==> src/rtl/afr_pkg.sv <==
package afr_pkg;

    typedef struct packed {
        logic force_par;   // [5]
        logic even_sel;    // [4]
        logic par_en;      // [3]
    } par_cfg_t;

    typedef struct packed {
        par_cfg_t   par;       // [5:3]
        logic       long_stop; // [2]
        logic [1:0] wsel;      // [1:0]
    } line_cfg_t;

    typedef enum logic [2:0] {
        S_IDLE,
        S_START,
        S_DATA,
        S_PAR,
        S_STOP,
        S_WAITHI
    } fr_state_t;

    function automatic logic [3:0] word_bits(input logic [1:0] wsel);
        return 4'd5 + {2'b00, wsel};
    endfunction

    function automatic logic [7:0] word_mask(input logic [1:0] wsel);
        return 8'hFF >> (2'd3 - wsel);
    endfunction

    // Parity bit for a word under the given parity settings
    function automatic logic par_of(input logic [7:0] d, input logic [1:0] wsel,
                                    input par_cfg_t pc);
        logic ones;
        ones = ^(d & word_mask(wsel));
        if (pc.force_par) return ~pc.even_sel;
        return pc.even_sel ? ones : ~ones;
    endfunction

    // Stop period length in sample enables
    function automatic int stop_len(input line_cfg_t c, input int ovs);
        if (!c.long_stop)     return ovs;
        if (c.wsel == 2'b00)  return ovs + ovs / 2;
        return 2 * ovs;
    endfunction

endpackage

==> src/rtl/afr_sync.sv <==
module afr_sync #(
    parameter int   STAGES  = 2,
    parameter logic RST_VAL = 1'b1
) (
    input  logic clk,
    input  logic rst,
    input  logic d_i,
    output logic q_o
);
    logic [STAGES-1:0] chain;

    always_ff @(posedge clk) begin
        if (rst) chain <= {STAGES{RST_VAL}};
        else     chain <= {chain[STAGES-2:0], d_i};
    end

    assign q_o = chain[STAGES-1];
endmodule

==> src/rtl/afr_tx.sv <==
module afr_tx
    import afr_pkg::*;
#(
    parameter int OVS = 16
) (
    input  logic      clk,
    input  logic      rst,
    input  logic      tick,
    input  line_cfg_t cfg_i,
    input  logic [7:0] data_i,
    input  logic      valid_i,
    output logic      ready_o,
    output logic      txd_o
);
    localparam int CW = $clog2(2 * OVS) + 1;

    fr_state_t    st;
    logic [CW-1:0] cnt;
    logic [CW-1:0] limit;
    logic [2:0]   bidx;
    logic [2:0]   last_idx;
    logic [7:0]   shreg;
    logic [7:0]   data_q;
    line_cfg_t    cfg_q;
    logic         txd_q;
    logic         bit_end;

    always_comb begin
        limit    = (st == S_STOP) ? CW'(stop_len(cfg_q, OVS)) : CW'(OVS);
        last_idx = 3'(word_bits(cfg_q.wsel) - 4'd1);
        bit_end  = tick && (cnt == limit - 1'b1);
    end

    always_ff @(posedge clk) begin
        if (rst) begin
            st     <= S_IDLE;
            cnt    <= '0;
            bidx   <= '0;
            shreg  <= '0;
            data_q <= '0;
            cfg_q  <= '0;
            txd_q  <= 1'b1;
        end else begin
            case (st)
                S_IDLE: begin
                    if (valid_i) begin
                        st     <= S_START;
                        shreg  <= data_i;
                        data_q <= data_i;
                        cfg_q  <= cfg_i;
                        cnt    <= '0;
                        bidx   <= '0;
                        txd_q  <= 1'b0;
                    end
                end
                default: begin
                    if (tick) begin
                        if (bit_end) begin
                            cnt <= '0;
                            case (st)
                                S_START: begin
                                    st    <= S_DATA;
                                    txd_q <= shreg[0];
                                    shreg <= {1'b0, shreg[7:1]};
                                end
                                S_DATA: begin
                                    if (bidx == last_idx) begin
                                        if (cfg_q.par.par_en) begin
                                            st    <= S_PAR;
                                            txd_q <= par_of(data_q, cfg_q.wsel, cfg_q.par);
                                        end else begin
                                            st    <= S_STOP;
                                            txd_q <= 1'b1;
                                        end
                                    end else begin
                                        bidx  <= bidx + 3'd1;
                                        txd_q <= shreg[0];
                                        shreg <= {1'b0, shreg[7:1]};
                                    end
                                end
                                S_PAR: begin
                                    st    <= S_STOP;
                                    txd_q <= 1'b1;
                                end
                                default: begin
                                    st    <= S_IDLE;
                                    txd_q <= 1'b1;
                                end
                            endcase
                        end else begin
                            cnt <= cnt + 1'b1;
                        end
                    end
                end
            endcase
        end
    end

    assign ready_o = (st == S_IDLE);
    assign txd_o   = txd_q;
endmodule

==> src/rtl/afr_rx.sv <==
module afr_rx
    import afr_pkg::*;
#(
    parameter int OVS = 16
) (
    input  logic       clk,
    input  logic       rst,
    input  logic       tick,
    input  logic       rxd_i,
    input  logic [1:0] wsel_i,
    input  par_cfg_t   par_i,
    output logic [7:0] data_o,
    output logic       valid_o,
    output logic       perr_o,
    output logic       ferr_o,
    output logic       brk_o
);
    localparam int CW   = $clog2(OVS) + 1;
    localparam int HALF = OVS / 2;

    fr_state_t     st;
    logic [CW-1:0] cnt;
    logic [2:0]    bidx;
    logic [2:0]    last_idx;
    logic [7:0]    dreg;
    logic [1:0]    wsel_q;
    par_cfg_t      par_q;
    logic          pbit;
    logic          zeros;
    logic          mid;

    always_comb begin
        last_idx = 3'(word_bits(wsel_q) - 4'd1);
        mid      = tick && (cnt == CW'(OVS - 1));
    end

    always_ff @(posedge clk) begin
        if (rst) begin
            st      <= S_IDLE;
            cnt     <= '0;
            bidx    <= '0;
            dreg    <= '0;
            wsel_q  <= '0;
            par_q   <= '0;
            pbit    <= 1'b0;
            zeros   <= 1'b0;
            data_o  <= '0;
            valid_o <= 1'b0;
            perr_o  <= 1'b0;
            ferr_o  <= 1'b0;
            brk_o   <= 1'b0;
        end else begin
            valid_o <= 1'b0;
            case (st)
                S_IDLE: begin
                    if (tick && !rxd_i) begin
                        st     <= S_START;
                        cnt    <= '0;
                        bidx   <= '0;
                        dreg   <= '0;
                        zeros  <= 1'b1;
                        wsel_q <= wsel_i;
                        par_q  <= par_i;
                    end
                end
                S_START: begin
                    if (tick) begin
                        if (cnt == CW'(HALF - 1)) begin
                            cnt <= '0;
                            st  <= rxd_i ? S_IDLE : S_DATA;
                        end else begin
                            cnt <= cnt + 1'b1;
                        end
                    end
                end
                S_DATA: begin
                    if (mid) begin
                        cnt        <= '0;
                        dreg[bidx] <= rxd_i;
                        if (rxd_i) zeros <= 1'b0;
                        if (bidx == last_idx) st <= par_q.par_en ? S_PAR : S_STOP;
                        else                  bidx <= bidx + 3'd1;
                    end else if (tick) begin
                        cnt <= cnt + 1'b1;
                    end
                end
                S_PAR: begin
                    if (mid) begin
                        cnt  <= '0;
                        pbit <= rxd_i;
                        if (rxd_i) zeros <= 1'b0;
                        st   <= S_STOP;
                    end else if (tick) begin
                        cnt <= cnt + 1'b1;
                    end
                end
                S_STOP: begin
                    if (mid) begin
                        cnt     <= '0;
                        valid_o <= 1'b1;
                        data_o  <= dreg;
                        ferr_o  <= !rxd_i;
                        perr_o  <= par_q.par_en && (pbit != par_of(dreg, wsel_q, par_q));
                        brk_o   <= zeros && !rxd_i;
                        st      <= rxd_i ? S_IDLE : S_WAITHI;
                    end else if (tick) begin
                        cnt <= cnt + 1'b1;
                    end
                end
                default: begin
                    if (rxd_i) st <= S_IDLE;
                end
            endcase
        end
    end
endmodule

==> src/rtl/async_framer.sv <==
module async_framer
    import afr_pkg::*;
#(
    parameter int OVS       = 16,
    parameter int SYNC_LEN  = 2
) (
    input  logic       clk,
    input  logic       rst,
    input  logic       tick16,
    input  logic [5:0] line_cfg,
    input  logic [7:0] tx_data,
    input  logic       tx_valid,
    output logic       tx_ready,
    output logic       txd,
    input  logic       rxd,
    output logic [7:0] rx_data,
    output logic       rx_valid,
    output logic       rx_perr,
    output logic       rx_ferr,
    output logic       rx_brk
);
    line_cfg_t cfg;
    logic      rxd_s;

    assign cfg = line_cfg_t'(line_cfg);

    afr_tx #(.OVS(OVS)) u_tx (
        .clk     (clk),
        .rst     (rst),
        .tick    (tick16),
        .cfg_i   (cfg),
        .data_i  (tx_data),
        .valid_i (tx_valid),
        .ready_o (tx_ready),
        .txd_o   (txd)
    );

    afr_sync #(.STAGES(SYNC_LEN), .RST_VAL(1'b1)) u_sync (
        .clk (clk),
        .rst (rst),
        .d_i (rxd),
        .q_o (rxd_s)
    );

    afr_rx #(.OVS(OVS)) u_rx (
        .clk     (clk),
        .rst     (rst),
        .tick    (tick16),
        .rxd_i   (rxd_s),
        .wsel_i  (cfg.wsel),
        .par_i   (cfg.par),
        .data_o  (rx_data),
        .valid_o (rx_valid),
        .perr_o  (rx_perr),
        .ferr_o  (rx_ferr),
        .brk_o   (rx_brk)
    );
endmodule

==> config.mk <==
export PLATFORM = sky130hd
export DESIGN_NAME = async_framer
export DESIGN_NICKNAME = d
export VERILOG_FILES = /design/src/rtl/afr_pkg.sv /design/src/rtl/afr_sync.sv /design/src/rtl/afr_tx.sv /design/src/rtl/afr_rx.sv /design/src/rtl/async_framer.sv
export SDC_FILE = /design/constraint.sdc
export NUM_CORES = 1
export LEC_CHECK = 0
export CORE_AREA = 2 2 85 108
export CTS_CLUSTER_DIAMETER = 150
export DETAILED_ROUTE_END_ITERATION = 16
export DIE_AREA = 0 0 87 110
export PLACE_DENSITY = 0.67
export SLEW_MARGIN = 20
export SYNTH_ARGS = -nofsm -noshare
export SYNTH_HDL_FRONTEND = slang
export SYNTH_SLANG_ARGS = --single-unit
export TNS_END_PERCENT = 10
==> constraint.sdc <==
create_clock -name clk -period 3.5 [get_ports clk]
set_input_delay 0.525 -clock clk [delete_from_list [all_inputs] [get_ports clk]]
set_output_delay 0.525 -clock clk [all_outputs]
set_load 0.02 [all_outputs]
; ---- Word-level counts from Yosys, hierarchy flattened
; Cells that the tools add are included.
[word_totals]
regBits = 75
out_inout_bits = 14
wordCells = 206
[classes]
n_addsub = 11
n_lt_le_gt_ge = 2
n_eq_ne = 29
shifts = 2
mux = 91
n_bitwise = 7
reduce_logical = 37
[ops]
columns = cell, n
row1 = 3-bit two-way mux, 25
row2 = 8-bit two-way mux, 7
row3 = 6-bit two-way mux, 7
row4 = 5-bit two-way mux, 7
row5 = 1-bit two-way mux, 34
row6 = 8-bit case mux with 2 select lines, 2
row7 = 8-bit AND, 2
row8 = 2-bit by 1-bit != test with 1-bit output (second input constant), 8
row9 = 4-bit AND reduction, 4
row10 = 8-bit XOR reduction, 2
row11 = 8-bit by 2-bit right shift with 8-bit output (first input constant), 2
row12 = 3-bit case mux with 5 select lines, 1
row13 = 5-bit case mux with 3 select lines, 1
row14 = 3-bit by 2-bit == test with 1-bit output (second input constant), 4
row15 = 2-bit AND reduction, 5
row16 = 5-bit AND reduction, 2
row17 = 2-bit nonzero test, 5
row18 = 3-bit case mux with 3 select lines, 1
row19 = 8-bit bitwise mux, 1
row20 = 2-bit != test (second input constant), 4
row21 = 8-bit AND reduction, 1
row22 = 3-bit by 1-bit adder with 3-bit output (second input constant), 2
row23 = 3-bit by 2-bit adder with 3-bit output (first input constant), 2
row24 = 6-bit by 1-bit adder with 6-bit output (second input constant), 1
row25 = other kinds (30), 49

; ---- Longest topological paths before layout
[logic_depth]
ltp_word = 20
mapped_depth = 11
mapped_depth_nobuf = 9

; ---- By module
; Synthesis repeated with hierarchy kept, for this count alone.
[unflattened]
cells_unflattened = 467
area_unflattened_um2 = 3900.0
[modules_own_cells]
columns = mod, n_inst, cells_per_inst, area_each_um2, seq_area_each_um2
row1 = afr_rx, 1, 246, 1948.1, 760.7
row2 = afr_tx, 1, 217, 1899.3, 700.7
row3 = afr_sync, 1, 4, 52.6, 40.0

; ---- Worst setup path after synthesis
; No wires, ideal clock.
[synth_path]
path_kind = reg-to-reg
from = register u_tx.st[0]
to = register u_tx.bidx[2]
arrival_time_ns = 2.599
required_time_ns = 3.421
path_slack_ns = 0.822
stages_incl_launch_ff = 12
synth_period_minus_slack_ns = 2.678
path_cell_list = dfxtp_1 buf_6 nand4bb_1 nor3_1 ha_1 xor2_1 nor4_4 o21ai_2 and2_1 buf_6 or4_4 a211oi_2
[synth_between]
elab_chain_cells = 7
elab_cells_between_ends = 14
[synth_rtl]
columns = item, line_no
row1 = "start, declared", afr_tx.sv:17  ; fr_state_t st;
row2 = "start signal, assigned", afr_tx.sv:36  ; st <= S_IDLE;
row3 = "start signal, assigned", afr_tx.sv:47  ; st <= S_START;
row4 = "start signal, assigned", afr_tx.sv:62  ; st <= S_DATA;
row5 = 3-bit == test, afr_tx.sv:29  ; limit = (st == S_STOP) ? CW'(stop_len(cfg_q, OVS)) : CW'(OVS);
row6 = 6-bit two-way mux, afr_tx.sv:29
row7 = 6-bit by 1-bit subtractor with 6-bit output, afr_tx.sv:31  ; bit_end = tick && (cnt == limit - 1'b1);
row8 = 6-bit == test, afr_tx.sv:31
row9 = 1-bit logical AND, afr_tx.sv:31
row10 = 2-bit nonzero test (no line), --
row11 = 5-bit AND reduction (no line), --
row12 = "end signal, assigned", afr_tx.sv:76  ; bidx <= bidx + 3'd1;
row13 = "end, declared", afr_tx.sv:20  ; logic [2:0] bidx;
; Parallel ways exist; a longest one is shown, timed or not.
; A chain may end at the register's enable or synchronous reset.

; ---- Worst setup path after layout
[layout_path]
from = register u_tx.st[2]
to = register u_tx.bidx[2]
; Same word-level chain as after synthesis.

==> impl_results.html <==
<table>
<tr><th>Metric</th><th>Value</th></tr>
<tr><th colspan="2">Run status</th></tr>
<tr><td>Outcome</td><td>finished, final reports clean</td></tr>
<tr><th colspan="2">Cells and area</th></tr>
<tr><td>Share of cells above drive strength 1</td><td>8.04%</td></tr>
<tr><td>Ant diodes</td><td>0</td></tr>
<tr><td>Filler-free cell count of the finished design</td><td>585</td></tr>
<tr><td>Final std cell area, no fill</td><td>4310 sq um</td></tr>
<tr><td>P&amp;R area growth vs syn</td><td>14.9%</td></tr>
<tr><td>FF+latch area</td><td>1500 sq um</td></tr>
<tr><td>Number of nets in the layout</td><td>505</td></tr>
<tr><td>Utilization of the core after routing</td><td>50.6%</td></tr>
<tr><td>Filler Cell Count</td><td>806</td></tr>
<tr><td>Area of the multi-input gates</td><td>2050 sq um</td></tr>
<tr><th colspan="2">CTS</th></tr>
<tr><td>Cts-stage hold buffer count</td><td>0</td></tr>
<tr><td>Number of levels in the clock H-tree</td><td>3</td></tr>
<tr><td>Clock buffer count from CTS</td><td>9</td></tr>
<tr><td>PostCTS Resize Cnt</td><td>0</td></tr>
<tr><td>TritonCTS clock tree</td><td>yes</td></tr>
<tr><td>Clk Tree Root Cell</td><td>clkbuf_8</td></tr>
<tr><td>Number of setup buffers added after CTS</td><td>0</td></tr>
<tr><td>Maximum clock insertion buffer count</td><td>2</td></tr>
<tr><td>Clock slew seen by the registers of the worst setup and hold paths</td><td>0.08 ns</td></tr>
<tr><td>Clock Sink Count</td><td>75</td></tr>
<tr><td>Insertion delay of the later-clocked pin in the worst-skew pair</td><td>0.35 ns</td></tr>
<tr><th colspan="2">Global routing</th></tr>
<tr><td>Pin count of the biggest net entering global routing</td><td>44</td></tr>
<tr><td>Overflow after GRT</td><td>0</td></tr>
<tr><td>Total routing resource utilization after global routing</td><td>18.0%</td></tr>
<tr><td>Number of antenna violations at the first check in global routing</td><td>0</td></tr>
<tr><td>Wire length of the first global-routing pass</td><td>13.7 mm</td></tr>
<tr><td>Number of global-route vias before repair</td><td>3017</td></tr>
<tr><th colspan="2">STA</th></tr>
<tr><td>Setup TNS after final layout</td><td>0 ns</td></tr>
<tr><td>Measured slew at the worst slew-check pin</td><td>0.784 ns</td></tr>
<tr><td>Minimum hold slack</td><td>0.413 ns</td></tr>
<tr><td>Fin crit period</td><td>3.02 ns</td></tr>
<tr><td>Period utilisation layout</td><td>86.3%</td></tr>
<tr><td>Final WS setup</td><td>0.479 ns</td></tr>
<tr><td>FMAX</td><td>331 MHz</td></tr>
<tr><td>Fin. max-slew vios</td><td>0</td></tr>
<tr><td>Final hold viol count</td><td>0</td></tr>
<tr><td>Worst Clk Skew</td><td>0.00611 ns</td></tr>
<tr><td>Worst slew margin relative to its limit</td><td>47.8%</td></tr>
<tr><td>Final setup violating endpoints</td><td>0</td></tr>
<tr><td>Setup repair after global routing missed its margin</td><td>false</td></tr>
<tr><th colspan="2">Synthesis</th></tr>
<tr><td>Synth top area cells</td><td>dfxtp_1 40%, a21oi_1 8.1%, nand2_1 7.6%</td></tr>
<tr><td>Area share of the largest cell type after synthesis</td><td>40.1%</td></tr>
<tr><td>Synth async-reset ratio</td><td>0%</td></tr>
<tr><td>Area of the mapped netlist</td><td>3750 sq um</td></tr>
<tr><td>Synthesized Nets</td><td>488</td></tr>
<tr><td>Main synth FF type</td><td>dfxtp_1</td></tr>
<tr><td>Number of enable-type register cells in the synthesized netlist</td><td>0</td></tr>
<tr><td>Count of distinct cell types in the synthesized netlist</td><td>58</td></tr>
<tr><td>Sequential element share of the synthesized area</td><td>40.1%</td></tr>
<tr><td>Average cell area after synthesis</td><td>8.09 sq um</td></tr>
<tr><td>Top cell type by total area after synthesis</td><td>dfxtp_1</td></tr>
<tr><td>Yosys synthesis warning count</td><td>0</td></tr>
<tr><td>Number of instances in the synthesized netlist</td><td>463</td></tr>
<tr><td>Top post-synthesis cells by count</td><td>76 x nand2_1, 75 x dfxtp_1, 61 x a21oi_1, 34 x nor2_1, 23 x clkbuf_1</td></tr>
<tr><td>Synth Register Bits</td><td>75</td></tr>
<tr><td>Cell with the most instances after synthesis</td><td>nand2_1</td></tr>
<tr><th colspan="2">Placed design</th></tr>
<tr><td>Weighted congestion reported at the end of routability-driven placement</td><td>0.780</td></tr>
<tr><td>Post-place instance area</td><td>4080 sq um</td></tr>
<tr><td>Post-Place Worst Slack</td><td>0.508 ns</td></tr>
<tr><td>Estimated wirelength of the detail-placed design</td><td>5.60 mm</td></tr>
<tr><td>Placed cells</td><td>569</td></tr>
<tr><td>Number of port buffers</td><td>32</td></tr>
<tr><th colspan="2">Drt</th></tr>
<tr><td>Length of the first detailed-routing pass in iterations</td><td>4</td></tr>
<tr><td>Post-route ant nets</td><td>0</td></tr>
<tr><td>First DRT Iteration DRCs</td><td>199</td></tr>
<tr><td>Average via count per standard cell</td><td>5.47</td></tr>
<tr><td>Total wire length</td><td>7.93 mm</td></tr>
<tr><td>Residual DRC count</td><td>0</td></tr>
<tr><td>Routed length per placed instance</td><td>13.6 um</td></tr>
<tr><td>Total vias in the final route</td><td>3202</td></tr>
<tr><th colspan="2">Worst setup path</th></tr>
<tr><td>Highest cell delay on the worst timing path</td><td>0.59 ns</td></tr>
<tr><td>R2R Path End</td><td>u_tx.bidx[2]</td></tr>
<tr><td>Crit path cell chain</td><td>nand4bb_1, nor3_1, ha_1, xor2_1, nor4_4, o21ai_2, and2_1, or4_4, a211oi_2</td></tr>
<tr><td>WP data arrival</td><td>3.30 ns</td></tr>
<tr><td>Classification of the worst setup path</td><td>reg2reg</td></tr>
<tr><td>Max FO, Critical Path</td><td>11</td></tr>
<tr><td>Kind of end point of the critical path</td><td>flop</td></tr>
<tr><td>Worst reg-to-reg setup slack</td><td>0.48 ns</td></tr>
<tr><td>Reg-to-reg critical path startpoint</td><td>u_tx.st[2]</td></tr>
<tr><td>Data required time at the worst endpoint</td><td>3.78 ns</td></tr>
<tr><td>Cell with the biggest individual delay on the critical path</td><td>dfxtp_1</td></tr>
<tr><td>Startpoint type of the worst setup path</td><td>flop</td></tr>
<tr><td>Length in cells of the worst reg-to-reg path</td><td>9</td></tr>
<tr><th colspan="2">Power</th></tr>
<tr><td>Total power consumption of the routed design</td><td>2.46 mW</td></tr>
<tr><td>Leakage power summed over all cells</td><td>1.51 nW</td></tr>
<tr><td>Max IR drop VDD</td><td>0.223 mV</td></tr>
<tr><td>Power per cell area</td><td>571 nW/um^2</td></tr>
<tr><th colspan="2">Min path</th></tr>
<tr><td>Number of stages on the worst hold path</td><td>1</td></tr>
<tr><td>Start point of the worst min-delay path</td><td>u_sync.chain[0]</td></tr>
<tr><td>Hold WC Path Type</td><td>reg2reg</td></tr>
<tr><td>Endpoint of the worst hold path</td><td>u_sync.chain[1]</td></tr>
<tr><th colspan="2">Floorplanning</th></tr>
<tr><td>Top-level I/O count</td><td>33</td></tr>
<tr><td>Die width</td><td>87 um</td></tr>
<tr><td>Die Outline Area</td><td>9570 sq um</td></tr>
<tr><td>Effective utilization at floorplan</td><td>44.0%</td></tr>
<tr><td>Chip height</td><td>110 um</td></tr>
<tr><td>Number of placement rows</td><td>38</td></tr>
<tr><td>Area inside the core boundary</td><td>8510 sq um</td></tr>
<tr><th colspan="2">Run</th></tr>
<tr><td>Reported max-cap violation count</td><td>0</td></tr>
</table>
## registers in the layout, indices dropped and copies added, names as in the netlist, 2 cells and up
signal	flops
u_rx.dreg	8
u_tx.cnt	6
u_rx.st	3
u_rx.cnt	5
u_tx.shreg	8
u_rx.par_q	3
u_tx.data_q	8
u_rx.wsel_q	2
u_tx.bidx	3
u_tx.st	3
u_sync.chain	2
u_rx.data_o	8
u_tx.cfg_q	6
u_rx.bidx	3
## power by group
part           switching (mW)  internal (mW)  leakage (nW)
Combinational           0.344          0.302         0.787
Sequential              0.107          0.952         0.610
Clock                   0.314          0.439         0.113
Total                   0.765           1.69          1.51
## final cells by class
cell class                 instances  share of cell area, %
clock buffer                      12                   3.60
clock inverter                     4                   1.69
inverter                          10                  0.872
multi-input combinational        346                   47.7
sequential                        75                   34.9
tap                              100                   2.91
timing repair buffer              38                   8.37
## how the worst max path moves through the flow
stage               slack [ns]           end  startpoint
floorplan                 0.82  u_tx.bidx[2]  u_tx.st[0]
global placement          0.62  u_tx.bidx[2]  u_tx.st[2]
detailed placement        0.51  u_tx.bidx[2]  u_tx.st[2]
CTS                       0.49  u_tx.bidx[2]  u_tx.st[2]
global route              0.25  u_tx.bidx[2]  u_tx.st[2]
finish                    0.48  u_tx.bidx[2]  u_tx.st[2]
## worst max-delay path: cells and delay by family, from the launching register on
family / cells / cell delay (ns)
and+or+nand+nor: 5 / 1.53
DFF: 1 / 0.59
AOI/OAI and AO/OA: 2 / 0.38
adders and majority gates: 1 / 0.27
xor gates and xnor gates: 1 / 0.17
## cell usage in the layout (no fill, tap or decap), types with 9 or more instances in the layout
master	n
nand2_1	76
dfxtp_1	75
a21oi_1	61
nor2_1	34
clkdlybuf4s50_1	31
o21ai_0	21
xnor2_1	17
nand3_1	15
nor3_1	15
a211oi_1	11
clkbuf_8	11
inv_1	10
mux2i_1	10
nor2b_1	9
xor2_1	9
## logic make-up (layout without fill, tap and decap cells)
| family | after synthesis | count (layout) | share of synthesized area, % |
|---|---|---|---|
| buffers and inverters | 42 | 64 | 5.14 |
| AND/OR/NAND/NOR | 184 | 184 | 24.1 |
| AO/OA/AOI/OAI | 119 | 119 | 19.3 |
| adder cells (fa/ha/maj) | 6 | 6 | 2.00 |
| multiplexers | 10 | 10 | 2.67 |
| XOR/XNOR | 27 | 27 | 6.68 |
| flip-flops | 75 | 75 | 40.1 |
## layer usage
layer,part of all wire [%],routed length [um],GRT usage [%],vias to the layer above
li1,-,-,-,1648
met1,46,3640,23.2,1491
met2,49,3850,29.6,52
met3,3.9,311,4.24,11
met4,1.6,127,5.69,0
met5,0,0,0,-
Power figures use the tool's default switching activity.
